**src/rtl/aiu_pkg.sv**
```systemverilog
package aiu_pkg;
  localparam int RAW_W   = 7;
  localparam int UR_POS  = 0;
  localparam int TX_POS  = 1;
  localparam int TXC_POS = 2;

  function automatic logic [RAW_W-1:0] derive_raw(input logic ur, input logic half,
                                                  input logic empty, input logic busy);
    logic [RAW_W-1:0] r;
    r          = '0;
    r[UR_POS]  = ur;
    r[TX_POS]  = half;
    r[TXC_POS] = empty & ~busy;
    return r;
  endfunction
endpackage

```
**src/rtl/aiu_underrun_flag.sv**
```systemverilog
module aiu_underrun_flag (
  input  logic clk,
  input  logic rst_n,
  input  logic set_evt,
  input  logic clr_req,
  output logic flag_d,
  output logic flag_q
);
  always_comb begin
    if (set_evt)      flag_d = 1'b1;
    else if (clr_req) flag_d = 1'b0;
    else              flag_d = flag_q;
  end

  always_ff @(posedge clk or negedge rst_n)
    if (!rst_n) flag_q <= 1'b0;
    else        flag_q <= flag_d;


  underrun_set_chk: assert property (@(posedge clk) disable iff (!rst_n)
    set_evt |=> flag_q);

  underrun_clr_chk: assert property (@(posedge clk) disable iff (!rst_n)
    (clr_req && !set_evt) |=> !flag_q);

  underrun_hold_chk: assert property (@(posedge clk) disable iff (!rst_n)
    (!clr_req && !set_evt) |=> $stable(flag_q));
endmodule

```
**src/rtl/aiu_mask_reg.sv**
```systemverilog
module aiu_mask_reg #(
  parameter int W = 7
) (
  input  logic         clk,
  input  logic         rst_n,
  input  logic         wr,
  input  logic [W-1:0] wdata,
  output logic [W-1:0] mask_d,
  output logic [W-1:0] mask_q
);
  assign mask_d = wr ? wdata : mask_q;

  always_ff @(posedge clk or negedge rst_n)
    if (!rst_n) mask_q <= '0;
    else        mask_q <= mask_d;


  mask_load_chk: assert property (@(posedge clk) disable iff (!rst_n)
    wr |=> mask_q == $past(wdata));

  mask_hold_chk: assert property (@(posedge clk) disable iff (!rst_n)
    !wr |=> $stable(mask_q));
endmodule

```
**src/rtl/aiu_raw_line.sv**
```systemverilog
module aiu_raw_line
  import aiu_pkg::*;
(
  input  logic             clk,
  input  logic             rst_n,
  input  logic             ur_next,
  input  logic             half,
  input  logic             empty,
  input  logic             busy,
  input  logic [RAW_W-1:0] mask_next,
  input  logic [RAW_W-1:0] mask_now,
  output logic [RAW_W-1:0] raw_q,
  output logic             irq_q
);
  logic [RAW_W-1:0] raw_d;
  logic             irq_d;
  logic             running_q;

  assign raw_d = derive_raw(ur_next, half, empty, busy);
  assign irq_d = |(raw_d & mask_next);

  always_ff @(posedge clk or negedge rst_n)
    if (!rst_n) begin
      raw_q     <= '0;
      irq_q     <= 1'b0;
      running_q <= 1'b0;
    end else begin
      raw_q     <= raw_d;
      irq_q     <= irq_d;
      running_q <= 1'b1;
    end


  tx_bit_chk: assert property (@(posedge clk) disable iff (!rst_n)
    running_q |=> raw_q[TX_POS] == $past(half));

  txc_bit_chk: assert property (@(posedge clk) disable iff (!rst_n)
    running_q |=> raw_q[TXC_POS] == $past(empty && !busy));

  upper_zero_chk: assert property (@(posedge clk) disable iff (!rst_n)
    raw_q[RAW_W-1:TXC_POS+1] == '0);

  line_match_chk: assert property (@(posedge clk) disable iff (!rst_n)
    irq_q == |(raw_q & mask_now));
endmodule

```
**src/rtl/audio_irq_unit.sv**
```systemverilog
module audio_irq_unit
  import aiu_pkg::*;
#(
  parameter int DATA_W  = 32,
  parameter int CLR_BIT = 0
) (
  input  logic              clk,
  input  logic              rst_n,
  input  logic              tx_underrun_set,
  input  logic              tx_half_empty,
  input  logic              tx_empty,
  input  logic              tx_busy,
  input  logic              host_wr,
  input  logic              host_sel,
  input  logic [DATA_W-1:0] host_wdata,
  output logic              underrun,
  output logic [6:0]        raw_status,
  output logic [DATA_W-1:0] summary_rd,
  output logic              irq
);
  localparam int PAD_W = DATA_W - RAW_W;

  logic             clr_req, mask_wr, ur_d;
  logic [RAW_W-1:0] mask_d, mask_q;

  assign clr_req = host_wr & host_sel & host_wdata[CLR_BIT];
  assign mask_wr = host_wr & ~host_sel;

  aiu_underrun_flag u_flag (
    .clk(clk), .rst_n(rst_n), .set_evt(tx_underrun_set), .clr_req(clr_req),
    .flag_d(ur_d), .flag_q(underrun)
  );

  aiu_mask_reg #(.W(RAW_W)) u_mask (
    .clk(clk), .rst_n(rst_n), .wr(mask_wr), .wdata(host_wdata[RAW_W-1:0]),
    .mask_d(mask_d), .mask_q(mask_q)
  );

  aiu_raw_line u_raw (
    .clk(clk), .rst_n(rst_n), .ur_next(ur_d), .half(tx_half_empty),
    .empty(tx_empty), .busy(tx_busy), .mask_next(mask_d), .mask_now(mask_q),
    .raw_q(raw_status), .irq_q(irq)
  );

  assign summary_rd = {{PAD_W{1'b0}}, raw_status};


  ur_raw_chk: assert property (@(posedge clk) disable iff (!rst_n)
    raw_status[UR_POS] == underrun);

  summary_chk: assert property (@(posedge clk) disable iff (!rst_n)
    summary_rd[DATA_W-1:RAW_W] == '0 && summary_rd[RAW_W-1:0] == raw_status);
endmodule

```
**config.mk**
```make
export PLATFORM = sky130hd
export DESIGN_NAME = audio_irq_unit
export DESIGN_NICKNAME = d
export VERILOG_FILES = /design/src/rtl/aiu_pkg.sv /design/src/rtl/aiu_underrun_flag.sv /design/src/rtl/aiu_mask_reg.sv /design/src/rtl/aiu_raw_line.sv /design/src/rtl/audio_irq_unit.sv
export SDC_FILE = /design/constraint.sdc
export NUM_CORES = 1
export LEC_CHECK = 0
export BUFFER_PORTS_ARGS = -buffer_cell sky130_fd_sc_hd__buf_2
export CAP_MARGIN = 5
export CORE_MARGIN = 4
export CORE_UTILIZATION = 31
export CTS_CLUSTER_SIZE = 12
export DETAILED_ROUTE_END_ITERATION = 8
export PLACE_DENSITY = 0.82
export SKIP_CTS_REPAIR_TIMING = 1
export SLEW_MARGIN = 20
export SYNTH_ARGS = -nofsm -noshare
export SYNTH_HDL_FRONTEND = slang
export SYNTH_SLANG_ARGS = --single-unit
```
**constraint.sdc**
```tcl
create_clock -name clk -period 2.15 [get_ports clk]
set_input_delay 0.215 -clock clk [delete_from_list [all_inputs] [get_ports clk]]
set_output_delay 0.215 -clock clk [all_outputs]
set_load 0.01 [all_outputs]
```
# --- Word level (Yosys, flattened, before mapping) ---
# Index checks and enable logic that the tools add are counted.
word_totals:
  reg_bits: 12
  latchBits: 0
  mem_bits_rw: 0
  rom_bits: 0
  input_bits: 40
  output_inout_bits: 41
  elab_cells: 15
  memories: 0
classes:
  addsub: 0
  n_mul: 0
  n_div: 0
  magnitude_cmp: 0
  n_eq_ne: 0
  shifts: 0
  mux: 3
  bitwise: 7
  reduce_logical: 1
op_table:
  columns: ["op", "n"]
  rows:
  - ["AND 3 x 7 -> 7 bit", 1]
  - ["2-to-1 mux 7 bit", 1]
  - ["OR reduction 7 bit", 1]
  - ["AND 1 bit", 4]
  - ["2-to-1 mux 1 bit", 2]
  - ["NOT 1 bit", 2]

# --- Depth between registers and ports, before layout ---
# Gate-level depths: netlist (run 1).
logic_depth:
  word_depth: 6
  depth_mapped: 4
  ltp_nobuf: 4

# --- By module ---
# Synthesis (run 1) repeated with hierarchy kept, for this count alone.
hier_totals:
  hier_cells: 65
  hier_area_um2: 747.0
modules_own_cells:
  columns: ["mod", "instances", "cells_each", "area_each_um2", "seq_area_each_um2"]
  rows:
  - ["aiu_mask_reg", 1, 15, 291.5, 175.2]
  - ["audio_irq_unit", 1, 35, 260.2, 0.0]
  - ["aiu_raw_line", 1, 12, 158.9, 100.1]
  - ["aiu_underrun_flag", 1, 3, 36.3, 25.0]

# --- Worst setup path before layout (run 1) ---
# Ideal clock, no wire load.
synth_path:
  path_type: "in2reg"
  start: "input port host_sel"
  end: "register u_raw.irq_q"
  setup_time_ns: 0.120
  t_arrival_ns: 0.851
  required_ns: 2.030
  setup_slack_ns: 1.179
  stages: 4
  n_path_buf: 0
  path_cell_list: "nand2b_4 > mux2_4 > a22oi_2 > nand2_1"
synth_between:
  word_cells_on_any_way: 9
  cone_classes: "mux: 3; bitwise: 5; reduce/logical: 1"
synth_lines:
  columns: ["element", "line_no", "text"]
  rows:
  - ["from (decl)", "audio_irq_unit.sv:14", "input logic host_sel,"]
  - ["NOT 1 bit", "audio_irq_unit.sv:27", "assign mask_wr = host_wr & ~host_sel;"]
  - ["AND 1 bit", "audio_irq_unit.sv:27", null]
  - ["2-to-1 mux 7 bit", "aiu_mask_reg.sv:11", "assign mask_d = wr ? wdata : mask_q;"]
  - ["via mask_d[2]", "audio_irq_unit.sv:24", "logic [RAW_W-1:0] mask_d, mask_q;"]
  - ["AND 3 x 7 -> 7 bit", "aiu_raw_line.sv:20", "assign irq_d = |(raw_d & mask_next);"]
  - ["OR reduction 7 bit", "aiu_raw_line.sv:20", null]
  - ["via u_raw.irq_d", "aiu_raw_line.sv:16", "logic irq_d;"]
  - ["to (signal assigned)", "aiu_raw_line.sv:29", "irq_q <= irq_d;"]
  - ["to (decl)", "aiu_raw_line.sv:13", "output logic irq_q"]
# The timed path passes the listed nets, and every way through them passes these cells.

# --- Worst setup path after layout (run 1) ---
layout_path:
  start: "register u_raw.raw_q[0]"
  end: "output port summary_rd[0]"
layout_lines:
  columns: ["element", "line_no", "text"]
  rows:
  - ["from (decl)", "aiu_raw_line.sv:12", "output logic [RAW_W-1:0] raw_q,"]
  - ["from (signal assigned)", "aiu_raw_line.sv:28", "raw_q <= raw_d;"]
  - ["to (decl)", "audio_irq_unit.sv:18", "output logic [DATA_W-1:0] summary_rd,"]
# No word-level cell between the ends.

==> reports/qor.txt, run 1 <==
Initial antenna violation count - 0
Logic pwr share - 23.9%
CP delay by family, top - flip-flops
Hold Crit Class - input port to register
Proportion of layout cells with a drive suffix above 1 - 35.6%
Share of total power in the clock network - 32.9%
Ys Warns - 0
Starting Density - 32.5%
Drt pass-1 iters - 1
Clock transition at path regs - 0.05 ns
Maximum Capacitance Violations - 0
Switching share of power - 29.2%
Remaining Overflow, GRT - 0
Outcome - completed
Routed vias/inst - 3.04
Worst skew pair latency - 0.25 ns
TNS Setup - 0 ns
Vias in the first global route - 251
CTS Buffer Depth - 2
Die height - 50.3 µm
Slew Viols, Final - 0
Largest net degree at the start of global routing - 8
Final min period - 1.02 ns
Final antenna-violating net count - 0
Sequential power share - 43.2%
Critical path arrival - 0.81 ns
RePlAce Congestion - 0.645
Clock net sink count - 7
Mapped cell area - 554 µm²
Post-Syn Instances - 55
Most frequent cells in the layout - conb_1, buf_2, dfrtp_1
Final period utilization - 47.5%
Final HPWL DP - 743 µm
Initial drt markers - 0
Most common cell after layout, fill and taps aside - conb_1
Worst Setup End Kind - output pin
CP max stage cell - dfrtp_1
FF+latch count, synth - 7
Root Buffer - clkbuf_4
Worst EP required - 1.93 ns
CTS tree - yes
Syn-to-layout area delta - 0%
H-tree Lvls - 1
Synthesized area per cell - 10.1 µm²
Routed WL - 826 µm
Pwr dens - 634 nW/µm²
Internal Power - 0.000249 W
CORE AREA - 1710 µm²
Crit-path max FO - 4
Sw Pwr - 0.000103 W
Crit path largest cell delay - 0.40 ns
Share of the yosys chip area belonging to registers - 31.6%
Vias - 298
Nets - 114
Setup violations, final - 0
Critical path startpoint category - register
Die W - 50.3 µm
Critical setup path kind - register to output pin
IO buf count - 18
Global-route wire length before repair - 972 µm
Setup Skew - 0.00305 ns
Max frequency - 978 MHz
Row count - 15
WP buf/inv - 1
P_leak - 0.322 nW
Overall routing resource usage - 5.93%
Final hold vios - 0
Placed Area - 518 µm²
Die footprint - 2530 µm²
RSZ-0062 raised after global routing - false
DRC - 0
Min Hold Slack - 0.0851 ns
Fin area - 554 µm²
Cts bufs inserted - 3
I/O pin count - 81
Fillcell total - 184
Max VDD drop - 0.000212 V
FF/Latch Area - 175 µm²
Ant diodes - 0
Worst path cell trace - buf_2
Multi-input gate area - 221 µm²
Routed WL per cell - 8.43 µm
Count of different cell masters after synthesis - 11
Final Util - 32.5%
[cell usage after synthesis]
cell      instances  area, µm²
a22oi_2           1       12.5
dfrtp_1           7        175
and2b_4           1       10.0
nand3_1           1       5.00
nand2b_4          1       13.8
nand2_1           2       7.51
mux2_1            1       11.3
conb_1            1       3.75
buf_4            37        278
mux2_4            2       30.0
a21o_1            1       7.51
[worst paths after layout]
check                           slack [ns]               end  cells past startpoint             start
max in group asynchronous             1.67    u_raw.raw_q[1]                      2             rst_n
worst min register to register        0.48  u_mask.mask_q[1]                      1  u_mask.mask_q[1]
worst max register to register        1.17       u_raw.irq_q                      3  u_mask.mask_q[0]
min in group asynchronous             0.33  u_mask.mask_q[0]                      2             rst_n
worst min-delay path                  0.09    u_raw.raw_q[1]                      1     tx_half_empty
worst max-delay path                  1.13     summary_rd[0]                      1    u_raw.raw_q[0]
[state kept, by name (all words and copies together), names as in the netlist]
register       cells
u_mask.mask_q      3
u_raw.irq_q        1
u_raw.raw_q        3
[cell type report]
cell class              instances  area share [%]
flip-flops and latches          7            31.6
repair buffers                 19            18.1
clock buffers                   4            4.74
well taps                      25            5.64
multi-input cells              43            40.0
[routing by layer]
metal | vias to the layer above | global-route usage, % | wire length (µm)
met5 | - | 0 | 0
met2 | 24 | 10.0 | 488
met3 | 3 | 3.86 | 123
li1 | 137 | - | -
met1 | 134 | 3.85 | 189
met4 | 0 | 6.91 | 25
[kinds of logic (layout without fill, tap and decap cells)]
kind of cell | Yosys count | in the layout | share of synthesized area (%)
compound gates | 2 | 2 | 3.61
other cells | 1 | 33 | 0.677
simple gates | 5 | 5 | 6.55
mux | 3 | 3 | 7.45
flops | 7 | 7 | 31.6
buf+inv | 37 | 23 | 50.1
[power groups by stage]
stage	logic (W)	clock network, W	registers (W)
2_1_floorplan	0.000102	0	0.000156
3_3_place_gp	0.0000805	0	0.000152
3_5_place_dp	0.0000818	0	0.000154
4_1_cts	0.0000821	0.000120	0.000152
5_1_grt	0.0000911	0.000130	0.000153
6_report	0.0000840	0.000116	0.000152
[per-stage QoR]
stage               instances  worst slack [ns]  power [W]
global placement           93              1.01   0.000233
floorplan                  87              1.18   0.000258
CTS                        97              1.12   0.000354
global route               98              1.10   0.000374
finish                     98              1.13   0.000351
detailed placement         93             0.999   0.000236
No activity file was read; power rests on OpenSTA's default activity.
==> run 2, diff against run 1 <==
- CORE_ASPECT_RATIO: unset -> 0.7
- CORE_UTILIZATION: 31 -> 29
- PLACE_DENSITY: 0.82 -> 0.78
- clock period: 2.15 -> 1 ns (I/O delays scaled with it)
==> run 2 against run 1 <==
Register-to-register slack got worse by 1.1 ns. Clock skew fell by 0.0024 ns. Non-clock buffer count grew 1. Worst hold slack worse by 0.0035 ns. Sequential share of layout area fell by 0.28 points. Critical endpoint is now u_raw.irq_q. Worst setup slack got worse by 1.1 ns. Via count up 2.7%. Highest routed layer unchanged.
==> reports/qor.txt, run 2 (same netlist as run 1, synthesis figures left out) <==
Final min period - 0.949 ns
Multi-input gate area - 221 µm² (unchanged)
Initial drt markers - 0 (unchanged)
Maximum Capacitance Violations - 0 (unchanged)
RSZ-0062 raised after global routing - true
Routed WL per cell - 9.02 µm (+7.0%)
Die W - 60.3 µm (+20%)
RePlAce Congestion - 0.748 (+16%)
Pwr dens - 1360 nW/µm² (+110%)
Vias - 306 (+2.7%)
Overall routing resource usage - 5.54% (-0.39 points)
Max VDD drop - 0.000348 V (+64%)
Critical path startpoint category - register
Clock transition at path regs - 0.05 ns (about the same)
Routed vias/inst - 3.22 (+5.9%)
Setup violations, final - 0 (unchanged)
Crit-path max FO - 2 (-2)
CORE AREA - 1700 µm² (-0.66%)
Min Hold Slack - 0.0816 ns (-0.00354 ns)
IO buf count - 18 (unchanged)
Critical setup path kind - register to register
Worst EP required - 1.13 ns (-0.80 ns)
Nets - 115 (+0.88%)
Starting Density - 32.7% (+0.22 points)
Most frequent cells in the layout - conb_1, buf_2, dfrtp_1
Row count - 12 (-3)
Slew Viols, Final - 0 (unchanged)
Most common cell after layout, fill and taps aside - conb_1
Clock net sink count - 7 (unchanged)
P_leak - 0.326 nW (+1.3%)
Die height - 44.6 µm (-11%)
H-tree Lvls - 1 (unchanged)
Hold Crit Class - input port to register
Remaining Overflow, GRT - 0 (unchanged)
CTS Buffer Depth - 2 (unchanged)
Outcome - completed
Largest net degree at the start of global routing - 8 (unchanged)
Routed WL - 857 µm (+3.8%)
I/O pin count - 81 (unchanged)
TNS Setup - 0 ns (unchanged)
Max frequency - 1050 MHz
Worst skew pair latency - 0.24 ns (about the same)
Ant diodes - 0 (unchanged)
Root Buffer - clkbuf_4
Setup Skew - 0.000628 ns (-0.00242 ns)
Critical path arrival - 1.08 ns (+0.27 ns)
Fillcell total - 179 (-2.7%)
Initial antenna violation count - 0 (unchanged)
Cts bufs inserted - 3 (unchanged)
Syn-to-layout area delta - 0.903%
Final period utilization - 94.9%
Placed Area - 513 µm² (-0.97%)
Vias in the first global route - 249 (-0.80%)
Global-route wire length before repair - 1040 µm (+6.5%)
Proportion of layout cells with a drive suffix above 1 - 35.1% (-0.48 points)
Final HPWL DP - 744 µm (+0.12%)
CTS tree - yes
Worst Setup End Kind - register
DRC - 0 (unchanged)
Fin area - 559 µm² (+0.90%)
Largest registers - u_mask.mask_q (3), u_raw.raw_q (3), u_raw.irq_q (1)
Final antenna-violating net count - 0 (unchanged)
Final hold vios - 0 (unchanged)
Die footprint - 2690 µm² (+6.2%)
FF/Latch Area - 175 µm² (unchanged)
Drt pass-1 iters - 1 (unchanged)
[run 2: stage by stage]
stage | utilization, % | cells | worst slack, ns | power, W
after floorplan | - | 87 | 0.0895 | 0.000554
after global placement | 30.2 | 89 | -0.00127 | 0.000500
after detailed placement | 30.2 | 89 | -0.0256 | 0.000504
after CTS | 31.8 | 93 | 0.0495 | 0.000762
after global routing | 33.0 | 95 | -0.0135 | 0.000807
final | 33.0 | 95 | 0.0512 | 0.000760
[run 2: per-layer routing]
layer | vias up | wire, µm | GRT usage (%)
li1 | 139 | - | -
met1 | 145 | 232 | 5.17
met2 | 20 | 487 | 8.62
met3 | 2 | 115 | 1.17
met4 | 0 | 21 | 7.96
met5 | - | 0 | 0
[run 2: critical path: stages (launching register included)]
cell and delay, ns:
dfrtp_1 0.36, mux2_4 0.27, a22oi_2 0.15, nand2_1 0.06
[run 2: path summary, 6_finish.rpt]
check	startpoint	to	slack [ns]	cells past startpoint
worst min-delay path	tx_underrun_set	u_raw.raw_q[0]	0.08	2
worst max register to register	u_mask.mask_q[2]	u_raw.irq_q	0.05	3
min in group asynchronous	rst_n	u_mask.mask_q[1]	0.22	2
worst max-delay path	u_mask.mask_q[2]	u_raw.irq_q	0.05	3
worst min register to register	u_mask.mask_q[1]	u_mask.mask_q[1]	0.50	1
max in group asynchronous	rst_n	u_raw.irq_q	0.63	2
[run 2: cell type report]
cell class,count,share of cell area [%]
multi-input combinational,43,39.6
sequential,7,31.3
timing repair buffer,20,19.7
clock buffer,4,4.70
tap,21,4.70
[run 2: power by group]
part	switching [W]	internal (W)
Clock	0.000100	0.000152
Sequential	0.00000978	0.000315
Combinational	0.000113	0.0000703
Total	0.000223	0.000537
==> run 3, diff against run 2 <==
- CORE_ASPECT_RATIO: 0.7 -> unset
- CORE_UTILIZATION: 29 -> 30
- CTS_BUF_LIST: unset -> sky130_fd_sc_hd__clkbuf_8
- GPL_ROUTABILITY_DRIVEN: unset -> 0
- PLACE_DENSITY: 0.78 -> unset
- PLACE_DENSITY_LB_ADDON: unset -> 0.15
==> run 3 against run 2 <==
Final cell count up 5.3%. Non-clock buffer count rose by 1. Sequential power about the same. First-iteration DRC count is the same. Register-to-register slack about the same. Largest cell class unchanged. Critical path depth did not move.
==> reports/qor.txt, run 3 (same netlist as run 1, synthesis figures left out) <==
Worst Setup End Kind - register
Critical setup path kind - register to register
Ant diodes - 0 (unchanged)
Initial drt markers - 0 (unchanged)
Setup Skew - 0.000581 ns (-0.0000470 ns)
Clock transition at path regs - 0.04 ns (about the same)
Slew Viols, Final - 0 (unchanged)
Pwr dens - 1510 nW/µm² (+11%)
Min Hold Slack - 0.107 ns (+0.0254 ns)
Die height - 51.0 µm (+14%)
Fillcell total - 193 (+7.8%)
Max VDD drop - 0.000436 V (+25%)
Row count - 15 (+3)
H-tree Lvls - 1 (unchanged)
Routed vias/inst - 2.93 (-9.0%)
Worst skew pair latency - 0.22 ns (-0.02 ns)
Remaining Overflow, GRT - 0 (unchanged)
Worst EP required - 1.11 ns (-0.02 ns)
Overall routing resource usage - 5.02% (-0.52 points)
Die W - 51.0 µm (-15%)
Pre-CTS setup slack - -0.00516 ns (+0.0204 ns)
Routed WL - 766 µm (-11%)
Final period utilization - 94.5% (-0.37 points)
Initial antenna violation count - 0 (unchanged)
Max frequency - 1060 MHz (+0.39%)
Largest net degree at the start of global routing - 8 (unchanged)
Setup violations, final - 0 (unchanged)
Final worst slack - 0.0549 ns (+0.00373 ns)
Starting Density - 31.8% (-0.91 points)
Drt pass-1 iters - 1 (unchanged)
Nets - 116 (+0.87%)
I/O pin count - 81 (unchanged)
Proportion of layout cells with a drive suffix above 1 - 36.0% (+0.86 points)
Final hold vios - 0 (unchanged)
Vias in the first global route - 201 (-19%)
Cts bufs inserted - 3 (unchanged)
Final HPWL DP - 670 µm (-9.9%)
Clock net sink count - 7 (unchanged)
Syn-to-layout area delta - 6.55%
Final antenna-violating net count - 0 (unchanged)
Crit-path max FO - 2 (unchanged)
Final Util - 33.8% (+0.87 points)
CORE AREA - 1750 µm² (+2.9%)
Die footprint - 2600 µm² (-3.2%)
Largest registers - u_mask.mask_q (3), u_raw.raw_q (3), u_raw.irq_q (1)
Most common cell after layout, fill and taps aside - conb_1
Outcome - completed
CTS tree - yes
RSZ-0062 raised after global routing - false
TNS Setup - 0 ns (unchanged)
Final min period - 0.945 ns (-0.00373 ns)
DRC - 0 (unchanged)
Maximum Capacitance Violations - 0 (unchanged)
Global-route wire length before repair - 869 µm (-16%)
Root Buffer - clkbuf_8
Vias - 293 (-4.2%)
Hold Crit Class - input port to register
P_leak - 0.343 nW (+5.1%)
IO buf count - 18 (unchanged)
CTS Buffer Depth - 2 (unchanged)
Routed WL per cell - 7.66 µm (-15%)
Most frequent cells in the layout - conb_1, buf_2, dfrtp_1
Critical path startpoint category - register
Critical path arrival - 1.06 ns (-0.02 ns)
==> run 3: through the flow <==
stage	instance area (µm²)	total power, W	std cells
2_1_floorplan	674	0.000554	87
3_3_place_gp	526	0.000505	94
3_5_place_dp	526	0.000505	94
4_1_cts	571	0.000901	98
5_1_grt	591	0.000943	100
6_report	591	0.000891	100
==> run 3: area by class of cell <==
type	instances	area [µm²]	area share, %
clock buffers	3	41.3	6.99
well taps	25	31.3	5.30
repair buffers	21	118	19.9
flip-flops and latches	7	175	29.7
multi-input cells	43	221	37.5
clock inverters	1	3.75	0.636
==> run 3: worst max-delay path, cell delays in order (launching register included) <==
cell     delay [ns]
dfrtp_1        0.35
mux2_4         0.27
a22oi_2        0.15
nand2_1        0.06
==> run 3: final timing paths <==
path                                   from          endpoint  slack (ns)  depth (start not counted)
max                        u_mask.mask_q[2]       u_raw.irq_q        0.05                          3
min                         tx_underrun_set    u_raw.raw_q[0]        0.11                          2
max reg2reg                u_mask.mask_q[2]       u_raw.irq_q        0.05                          3
min reg2reg                u_mask.mask_q[1]  u_mask.mask_q[1]        0.48                          1
max in group asynchronous             rst_n  u_mask.mask_q[0]        0.61                          2
min in group asynchronous             rst_n       u_raw.irq_q        0.24                          2
==> run 3: routing by layer <==
layer,track usage [%],wire length (µm)
met2,6.65,369
met3,3.79,150
met1,5.18,246
met5,0,0
met4,4.04,0
==> run 3: report_power, final <==
part	internal [W]	total, W	switching [W]
clock network	0.000265	0.000382	0.000117
registers	0.000316	0.000324	0.00000863
logic	0.0000727	0.000184	0.000112
